[src/rtl/flash_seq_pkg.sv]
package flash_seq_pkg;

  // Decoder position within a multi-cycle command.
  typedef enum logic [3:0] {
    SEQ_IDLE,
    SEQ_UNL1,
    SEQ_UNL2,
    SEQ_PGM,
    SEQ_ERS1,
    SEQ_ERS2,
    SEQ_ERS3,
    SEQ_EXIT
  } seqStep_t;

  // Strobes from control to the array datapath.
  typedef struct packed {
    logic progBusy;
    logic eraseRun;
    logic eraseHeld;
    logic commitProg;
    logic commitErase;
  } ctrlStrobe_t;

endpackage

[src/rtl/flash_seq_ctrl.sv]
module flash_seq_ctrl
  import flash_seq_pkg::*;
#(
  parameter int ADDR_W       = 6,
  parameter int DATA_W       = 8,
  parameter int SECT_OFS_W   = 3,
  parameter int PROG_CYCLES  = 6,
  parameter int ERASE_CYCLES = 20,
  parameter logic [ADDR_W-1:0] UNLOCK_ADDR_A = 6'h15,
  parameter logic [ADDR_W-1:0] UNLOCK_ADDR_B = 6'h2A,
  parameter logic [DATA_W-1:0] CODE_UNLOCK_A = 8'hAA,
  parameter logic [DATA_W-1:0] CODE_UNLOCK_B = 8'h55,
  parameter logic [DATA_W-1:0] CMD_PROGRAM   = 8'hA0,
  parameter logic [DATA_W-1:0] CMD_ERASE_SET = 8'h80,
  parameter logic [DATA_W-1:0] CMD_ERASE_GO  = 8'h30,
  parameter logic [DATA_W-1:0] CMD_BYP_ENTER = 8'h20,
  parameter logic [DATA_W-1:0] CMD_BYP_EXIT  = 8'h90,
  parameter logic [DATA_W-1:0] CMD_BYP_DONE  = 8'h00,
  parameter logic [DATA_W-1:0] CMD_SUSPEND   = 8'hB0,
  parameter logic [DATA_W-1:0] CMD_RESUME    = 8'h30
) (
  input  logic                       clk,
  input  logic                       rstN,
  input  logic                       lowSupply,
  input  logic                       wrEn,
  input  logic [ADDR_W-1:0]          addr,
  input  logic [DATA_W-1:0]          wrData,
  output ctrlStrobe_t                strb,
  output logic [ADDR_W-1:0]          opAddr,
  output logic [DATA_W-1:0]          opData,
  output logic [ADDR_W-SECT_OFS_W-1:0] eraseSector
);

  localparam int SECT_W = ADDR_W - SECT_OFS_W;
  localparam int PCNT_W = $clog2(PROG_CYCLES + 1);
  localparam int ECNT_W = $clog2(ERASE_CYCLES + 1);

  seqStep_t            step, stepNext;
  logic                bypass, bypassNext;
  logic                progBusy, eraseRun, eraseHeld;
  logic [PCNT_W-1:0]   progCnt;
  logic [ECNT_W-1:0]   eraseCnt;
  logic                wrOk, cmdOpen, isA, isB;
  logic                startProg, startErase, doResume;
  logic                commitProg, commitErase;
  logic [SECT_W-1:0]   targetSect;

  assign wrOk        = wrEn && !lowSupply;
  assign cmdOpen     = wrOk && !progBusy && !eraseRun;
  assign isA         = (addr == UNLOCK_ADDR_A);
  assign isB         = (addr == UNLOCK_ADDR_B);
  assign targetSect  = addr[ADDR_W-1:SECT_OFS_W];
  assign commitProg  = progBusy && (progCnt == '0);
  assign commitErase = eraseRun && (eraseCnt == '0);

  // Command decoder: a mismatched cycle falls back to idle.
  always_comb begin
    stepNext   = step;
    bypassNext = bypass;
    startProg  = 1'b0;
    startErase = 1'b0;
    doResume   = 1'b0;
    if (cmdOpen) begin
      stepNext = SEQ_IDLE;
      case (step)
        SEQ_IDLE: begin
          if (eraseHeld && wrData == CMD_RESUME) doResume = 1'b1;
          else if (bypass) begin
            if (wrData == CMD_PROGRAM)       stepNext = SEQ_PGM;
            else if (wrData == CMD_BYP_EXIT) stepNext = SEQ_EXIT;
          end else if (isA && wrData == CODE_UNLOCK_A) stepNext = SEQ_UNL1;
        end
        SEQ_UNL1: if (isB && wrData == CODE_UNLOCK_B) stepNext = SEQ_UNL2;
        SEQ_UNL2: begin
          if (isA) begin
            if (wrData == CMD_PROGRAM)                     stepNext = SEQ_PGM;
            else if (wrData == CMD_ERASE_SET && !eraseHeld) stepNext = SEQ_ERS1;
            else if (wrData == CMD_BYP_ENTER)              bypassNext = 1'b1;
          end
        end
        SEQ_PGM:  startProg = !(eraseHeld && targetSect == eraseSector);
        SEQ_ERS1: if (isA && wrData == CODE_UNLOCK_A) stepNext = SEQ_ERS2;
        SEQ_ERS2: if (isB && wrData == CODE_UNLOCK_B) stepNext = SEQ_ERS3;
        SEQ_ERS3: startErase = (wrData == CMD_ERASE_GO);
        SEQ_EXIT: if (wrData == CMD_BYP_DONE) bypassNext = 1'b0;
        default:  stepNext = SEQ_IDLE;
      endcase
    end
  end

  always_ff @(posedge clk or negedge rstN) begin
    if (!rstN) begin
      step        <= SEQ_IDLE;
      bypass      <= 1'b0;
      progBusy    <= 1'b0;
      progCnt     <= '0;
      eraseRun    <= 1'b0;
      eraseHeld   <= 1'b0;
      eraseCnt    <= '0;
      opAddr      <= '0;
      opData      <= '0;
      eraseSector <= '0;
    end else begin
      step   <= stepNext;
      bypass <= bypassNext;

      // Program timer
      if (startProg) begin
        progBusy <= 1'b1;
        progCnt  <= PCNT_W'(PROG_CYCLES - 1);
        opAddr   <= addr;
        opData   <= wrData;
      end else if (commitProg) begin
        progBusy <= 1'b0;
      end else if (progBusy) begin
        progCnt <= progCnt - 1'b1;
      end

      // Erase timer; completion wins over a same-cycle suspend
      if (startErase) begin
        eraseRun    <= 1'b1;
        eraseCnt    <= ECNT_W'(ERASE_CYCLES - 1);
        eraseSector <= targetSect;
      end else if (commitErase) begin
        eraseRun <= 1'b0;
      end else if (eraseRun) begin
        eraseCnt <= eraseCnt - 1'b1;
        if (wrOk && wrData == CMD_SUSPEND) begin
          eraseRun  <= 1'b0;
          eraseHeld <= 1'b1;
        end
      end else if (doResume) begin
        eraseRun  <= 1'b1;
        eraseHeld <= 1'b0;
      end
    end
  end

  always_comb begin
    strb.progBusy    = progBusy;
    strb.eraseRun    = eraseRun;
    strb.eraseHeld   = eraseHeld;
    strb.commitProg  = commitProg;
    strb.commitErase = commitErase;
  end

endmodule

[src/rtl/flash_seq_array.sv]
module flash_seq_array
  import flash_seq_pkg::*;
#(
  parameter int ADDR_W     = 6,
  parameter int DATA_W     = 8,
  parameter int SECT_OFS_W = 3
) (
  input  logic                         clk,
  input  logic                         rstN,
  input  logic                         rdEn,
  input  logic [ADDR_W-1:0]            addr,
  input  ctrlStrobe_t                  strb,
  input  logic [ADDR_W-1:0]            opAddr,
  input  logic [DATA_W-1:0]            opData,
  input  logic [ADDR_W-SECT_OFS_W-1:0] eraseSector,
  output logic [DATA_W-1:0]            rdData
);

  localparam int WORDS      = 1 << ADDR_W;
  localparam int SECT_W     = ADDR_W - SECT_OFS_W;
  localparam int POLL_BIT   = 7;
  localparam int TOGGLE_BIT = 6;

  logic [DATA_W-1:0] mem [WORDS];
  logic              toggleQ;
  logic              progHit, eraseHit;
  logic [SECT_W-1:0] rdSect;
  logic [DATA_W-1:0] statusWord;

  assign rdSect   = addr[ADDR_W-1:SECT_OFS_W];
  assign progHit  = strb.progBusy && (addr[ADDR_W-1] == opAddr[ADDR_W-1]);
  assign eraseHit = (strb.eraseRun && (addr[ADDR_W-1] == eraseSector[SECT_W-1]))
                 || (strb.eraseHeld && (rdSect == eraseSector));

  always_comb begin
    statusWord             = '0;
    statusWord[POLL_BIT]   = progHit ? ~opData[POLL_BIT] : 1'b0;
    statusWord[TOGGLE_BIT] = toggleQ;
  end

  // Array storage: erase fills a sector, program ANDs one word
  always_ff @(posedge clk or negedge rstN) begin
    if (!rstN) begin
      for (int w = 0; w < WORDS; w++) mem[w] <= '1;
    end else begin
      for (int w = 0; w < WORDS; w++) begin
        if (strb.commitErase && (SECT_W'(w >> SECT_OFS_W) == eraseSector))
          mem[w] <= '1;
        else if (strb.commitProg && (ADDR_W'(w) == opAddr))
          mem[w] <= mem[w] & opData;
      end
    end
  end

  // Registered read port with status substitution
  always_ff @(posedge clk or negedge rstN) begin
    if (!rstN) begin
      rdData  <= '0;
      toggleQ <= 1'b0;
    end else if (rdEn) begin
      if (progHit || eraseHit) begin
        rdData  <= statusWord;
        toggleQ <= ~toggleQ;
      end else begin
        rdData <= mem[addr];
      end
    end
  end

endmodule

[src/rtl/flash_cmd_seq.sv]
module flash_cmd_seq
  import flash_seq_pkg::*;
#(
  parameter int ADDR_W       = 6,
  parameter int DATA_W       = 8,
  parameter int SECT_OFS_W   = 3,
  parameter int PROG_CYCLES  = 6,
  parameter int ERASE_CYCLES = 20
) (
  input  logic              clk,
  input  logic              rstN,
  input  logic              lowSupply,
  input  logic              wrEn,
  input  logic              rdEn,
  input  logic [ADDR_W-1:0] addr,
  input  logic [DATA_W-1:0] wrData,
  output logic [DATA_W-1:0] rdData,
  output logic              ready
);

  localparam int SECT_W = ADDR_W - SECT_OFS_W;

  ctrlStrobe_t       strb;
  logic [ADDR_W-1:0] opAddr;
  logic [DATA_W-1:0] opData;
  logic [SECT_W-1:0] eraseSector;

  flash_seq_ctrl #(
    .ADDR_W(ADDR_W), .DATA_W(DATA_W), .SECT_OFS_W(SECT_OFS_W),
    .PROG_CYCLES(PROG_CYCLES), .ERASE_CYCLES(ERASE_CYCLES)
  ) uCtrl (
    .clk(clk), .rstN(rstN), .lowSupply(lowSupply), .wrEn(wrEn),
    .addr(addr), .wrData(wrData), .strb(strb),
    .opAddr(opAddr), .opData(opData), .eraseSector(eraseSector)
  );

  flash_seq_array #(
    .ADDR_W(ADDR_W), .DATA_W(DATA_W), .SECT_OFS_W(SECT_OFS_W)
  ) uArray (
    .clk(clk), .rstN(rstN), .rdEn(rdEn), .addr(addr), .strb(strb),
    .opAddr(opAddr), .opData(opData), .eraseSector(eraseSector),
    .rdData(rdData)
  );

  assign ready = !(strb.progBusy || strb.eraseRun);

endmodule

[config.mk]
export PLATFORM = sky130hd
export DESIGN_NAME = flash_cmd_seq
export DESIGN_NICKNAME = d
export VERILOG_FILES = /design/src/rtl/flash_seq_pkg.sv /design/src/rtl/flash_seq_ctrl.sv /design/src/rtl/flash_seq_array.sv /design/src/rtl/flash_cmd_seq.sv
export SDC_FILE = /design/constraint.sdc
export NUM_CORES = 1
export LEC_CHECK = 0
export ABC_AREA = 0
export BUFFER_PORTS_ARGS = -buffer_cell sky130_fd_sc_hd__buf_4
export CORE_ASPECT_RATIO = 0.9
export CORE_UTILIZATION = 50
export CTS_BUF_LIST = sky130_fd_sc_hd__clkbuf_16
export DETAILED_ROUTE_END_ITERATION = 6
export PLACE_DENSITY = 0.7
export SLEW_MARGIN = 20
export SYNTH_ARGS = -nofsm -noshare
export SYNTH_HDL_FRONTEND = slang
export SYNTH_SLANG_ARGS = --single-unit
[constraint.sdc]
create_clock -name clk -period 2.7 [get_ports clk]
set_clock_uncertainty 0.2 [all_clocks]
set_input_delay 0.27 -clock clk [delete_from_list [all_inputs] [get_ports clk]]
set_output_delay 0.27 -clock clk [all_outputs]
set_load 0.005 [all_outputs]
==> flow_summary.ini <==
[status]
status = finished, violations left
violations = design-rule violations

[layout]
final_cell_mix = 633 x nand2_1, 517 x o21ai_0, 512 x dfstp_2
antenna_cells = 0
area_growth_pct = 13.9
mostFrequentLayoutCell = nand2_1
num-fill-cells = 4050
drive_gt1_share_pct = 37.7
layout.nets = 2343

[setup_path]
critPathTopFamily = buffers and inverters
slowest_delay_ns = 0.60
cp_data_arrival_time_ns = 2.86
worstSetupPathType = input port to flop
worstPathMaxFanout = 39
path_buf_inv = 4
cpMostUsedCell = dlygate4sd3_1
critPathLaunch = addr[4]
slowest_stage = dlygate4sd3_1
startpoint_type = input port
r2r_start = uCtrl.eraseSector[1]
cp_cell_sequence = dlygate4sd3_1 -> buf_4 -> buf_12 -> and2_1 -> and3_1 -> nand3_1 -> o31a_1 -> o41ai_1 -> dlygate4sd3_1
end_kind = flop
required_ns = 3.05

[floorplanning]
start_util_pct = 50.9
die_area_sq_um = 51100
die_w_microns = 238
placementRows = 77
ios = 28
die_y_microns = 215
fp.coreArea_sq_um = 49300

[yosys]
async_flop_share_pct = 100
synth-seq-cells = 553
dominantRegCellSynth = dfstp_2
synth_warnings = 0
yosysSeqAreaShare_pct = 57.7
yosysUniqueCellTypes = 56
netlist_instances = 2283
synth_nets = 2306
netlist_area_sq_um = 25100
synth_area_per_cell_sq_um = 11.0
synth_edf_count = 0

[sta]
rsz0062_at_grt = false
slew_violations = 0
setup_ws_ns = 0.192
setup_violations = 0
post-route-period-util_pct = 92.9
maxSlewHeadroom_pct = 40.5
max_freq_ghz = 0.399
fin_crit_ns = 2.51
hold_viol_final = 0
tns_ns = 0
tightestPinTransition_ns = 0.892

[route]
dr_total_vias = 18697
drtIter0Drc = 2169
drt-pass1-iter-count = 7
wl_per_cell_microns = 22.5
postRouteAntennaNets = 0
vias_per_cell = 6.16
routed_wl_microns = 68200
drc = 14

[clocking]
clock-root-buffer = clkbuf_16
cts_inserted_buffers = 54
cts_tree = built
cts_buffer_depth = 3
cts.sinks = 553
clock_latency_ns = 0.62
path_clk_slew_ns = 0.07
post_cts_buffers = 0
htree_levels = 2

[power_and_ir_drop]
clkPwrFrac_pct = 38.4
pwr-share-comb_pct = 13.8
peakVddDrop_mv = 0.686
p_leak_nw = 13.4
p_int_w = 0.0134
p_per_area_nw_per_um2 = 666
seqPwrFrac_pct = 47.7
power.share.switching_pct = 29.6
p_sw_w = 0.00563

[placed_design]
dpl.hpwl_microns = 44000
place_congestion = 0.915
io_buffer_count = 27
dp_worst_setup_slack_ns = 0.117

[global_routing]
grt_usage_pct = 27.2
overflow = 0
grt_pass1_wl_microns = 108000
grt_pass1_vias = 18571
grt_max_degree = 77
antenna_found_initial = 0

[hold_path]
hp-class = input port to asynchronous set/reset pin

[flow_run]
drv_cap = 0
==> through the flow <==
stage	instance area, sq um	std cells	hold WS, ns	util [%]	total power, W
floorplan	25100	2283	-0.226	-	0.0103
global placement	26700	2920	0.116	54.2	0.0117
detailed placement	26700	2920	0.121	54.2	0.0117
CTS	28600	3033	0.0716	57.9	0.0191
global route	28600	3033	0.125	57.9	0.0196
finish	28600	3033	0.0866	57.9	0.0190
==> sequential cells by signal, indices dropped and copies added (netlist names) <==
register and cells:
uCtrl.eraseRun 1, uCtrl.progCnt 3, uCtrl.eraseSector 3, uCtrl.step 3
uCtrl.eraseHeld 1, uArray.rdData 8, uArray.mem 512, uArray.toggleQ 1
uCtrl.progBusy 1, uCtrl.opData 8, uCtrl.eraseCnt 5, uCtrl.bypass 1
uCtrl.opAddr 6
==> power by group through the flow <==
stage	logic [W]	clock network (W)	registers [W]
after detailed placement	0.00257	0	0.00918
after global placement	0.00251	0	0.00916
after floorplan	0.00154	0	0.00875
final	0.00263	0.00732	0.00908
after CTS	0.00259	0.00741	0.00906
after global routing	0.00279	0.00772	0.00911
==> synth_stat cells (all sizes together), types with 17 or more instances <==
cell type	n	area, sq um
buf	41	230
clkbuf	127	477
dfrtp	41	1030
dfstp	512	13500
mux2	23	259
mux2i	36	360
mux4	128	2880
nand2	640	2400
nor2	36	135
nor3	17	85.1
o211ai	20	150
o21ai	517	2590
==> worst paths after layout <==
path	end	slack, ns	depth (start not counted)
setup / recovery	uCtrl.step[2]	0.19	9
hold / removal	uCtrl.opAddr[4]	0.09	2
setup reg to reg	uArray.rdData[7]	0.24	5
hold reg to reg	uArray.toggleQ	0.27	1
max in group asynchronous	uArray.mem[409]	1.32	3
min in group clk	uCtrl.opAddr[3]	0.18	3
==> cells by family (layout without fill, tap and decap cells) <==
logic type	count (synthesis)	count (layout)	synth area share, %
AND/OR/NAND/NOR	756	756	12.2
AO/OA/AOI/OAI	592	592	12.6
flip-flops	553	553	57.7
multiplexers	187	187	14.0
buffers and inverters	181	260	3.01
XOR/XNOR	10	10	0.349
adder cells (fa/ha/maj)	4	4	0.199
==> cell type report <==
| class | instances | area (sq um) | share of cell area (%) |
|---|---|---|---|
| Clock buffer | 58 | 1450 | 5.08 |
| Clock inverter | 40 | 241 | 0.845 |
| Inverter | 13 | 48.8 | 0.171 |
| Multi-Input combinational cell | 1549 | 9920 | 34.7 |
| Sequential cell | 553 | 14500 | 50.7 |
| Tap cell | 671 | 840 | 2.94 |
| Timing Repair Buffer | 149 | 1600 | 5.58 |
==> routing by layer <==
metal	vias to the layer above	track usage [%]	routed length (microns)	part of all wire (%)
met1	9623	40.5	29600	43
li1	8053	-	-	-
met2	891	40.3	30700	45
met3	130	4.89	5710	8.4
met5	-	0	0	0
met4	0	9.62	2130	3.1
==> what timing repair did <==
item | 4_1_cts | 5_1_grt
hold buffers | 15 | 0
endpoints found under the hold margin | 111 | 0
resized for setup | 0 | 0
No activity file was read; power rests on OpenSTA's default activity.
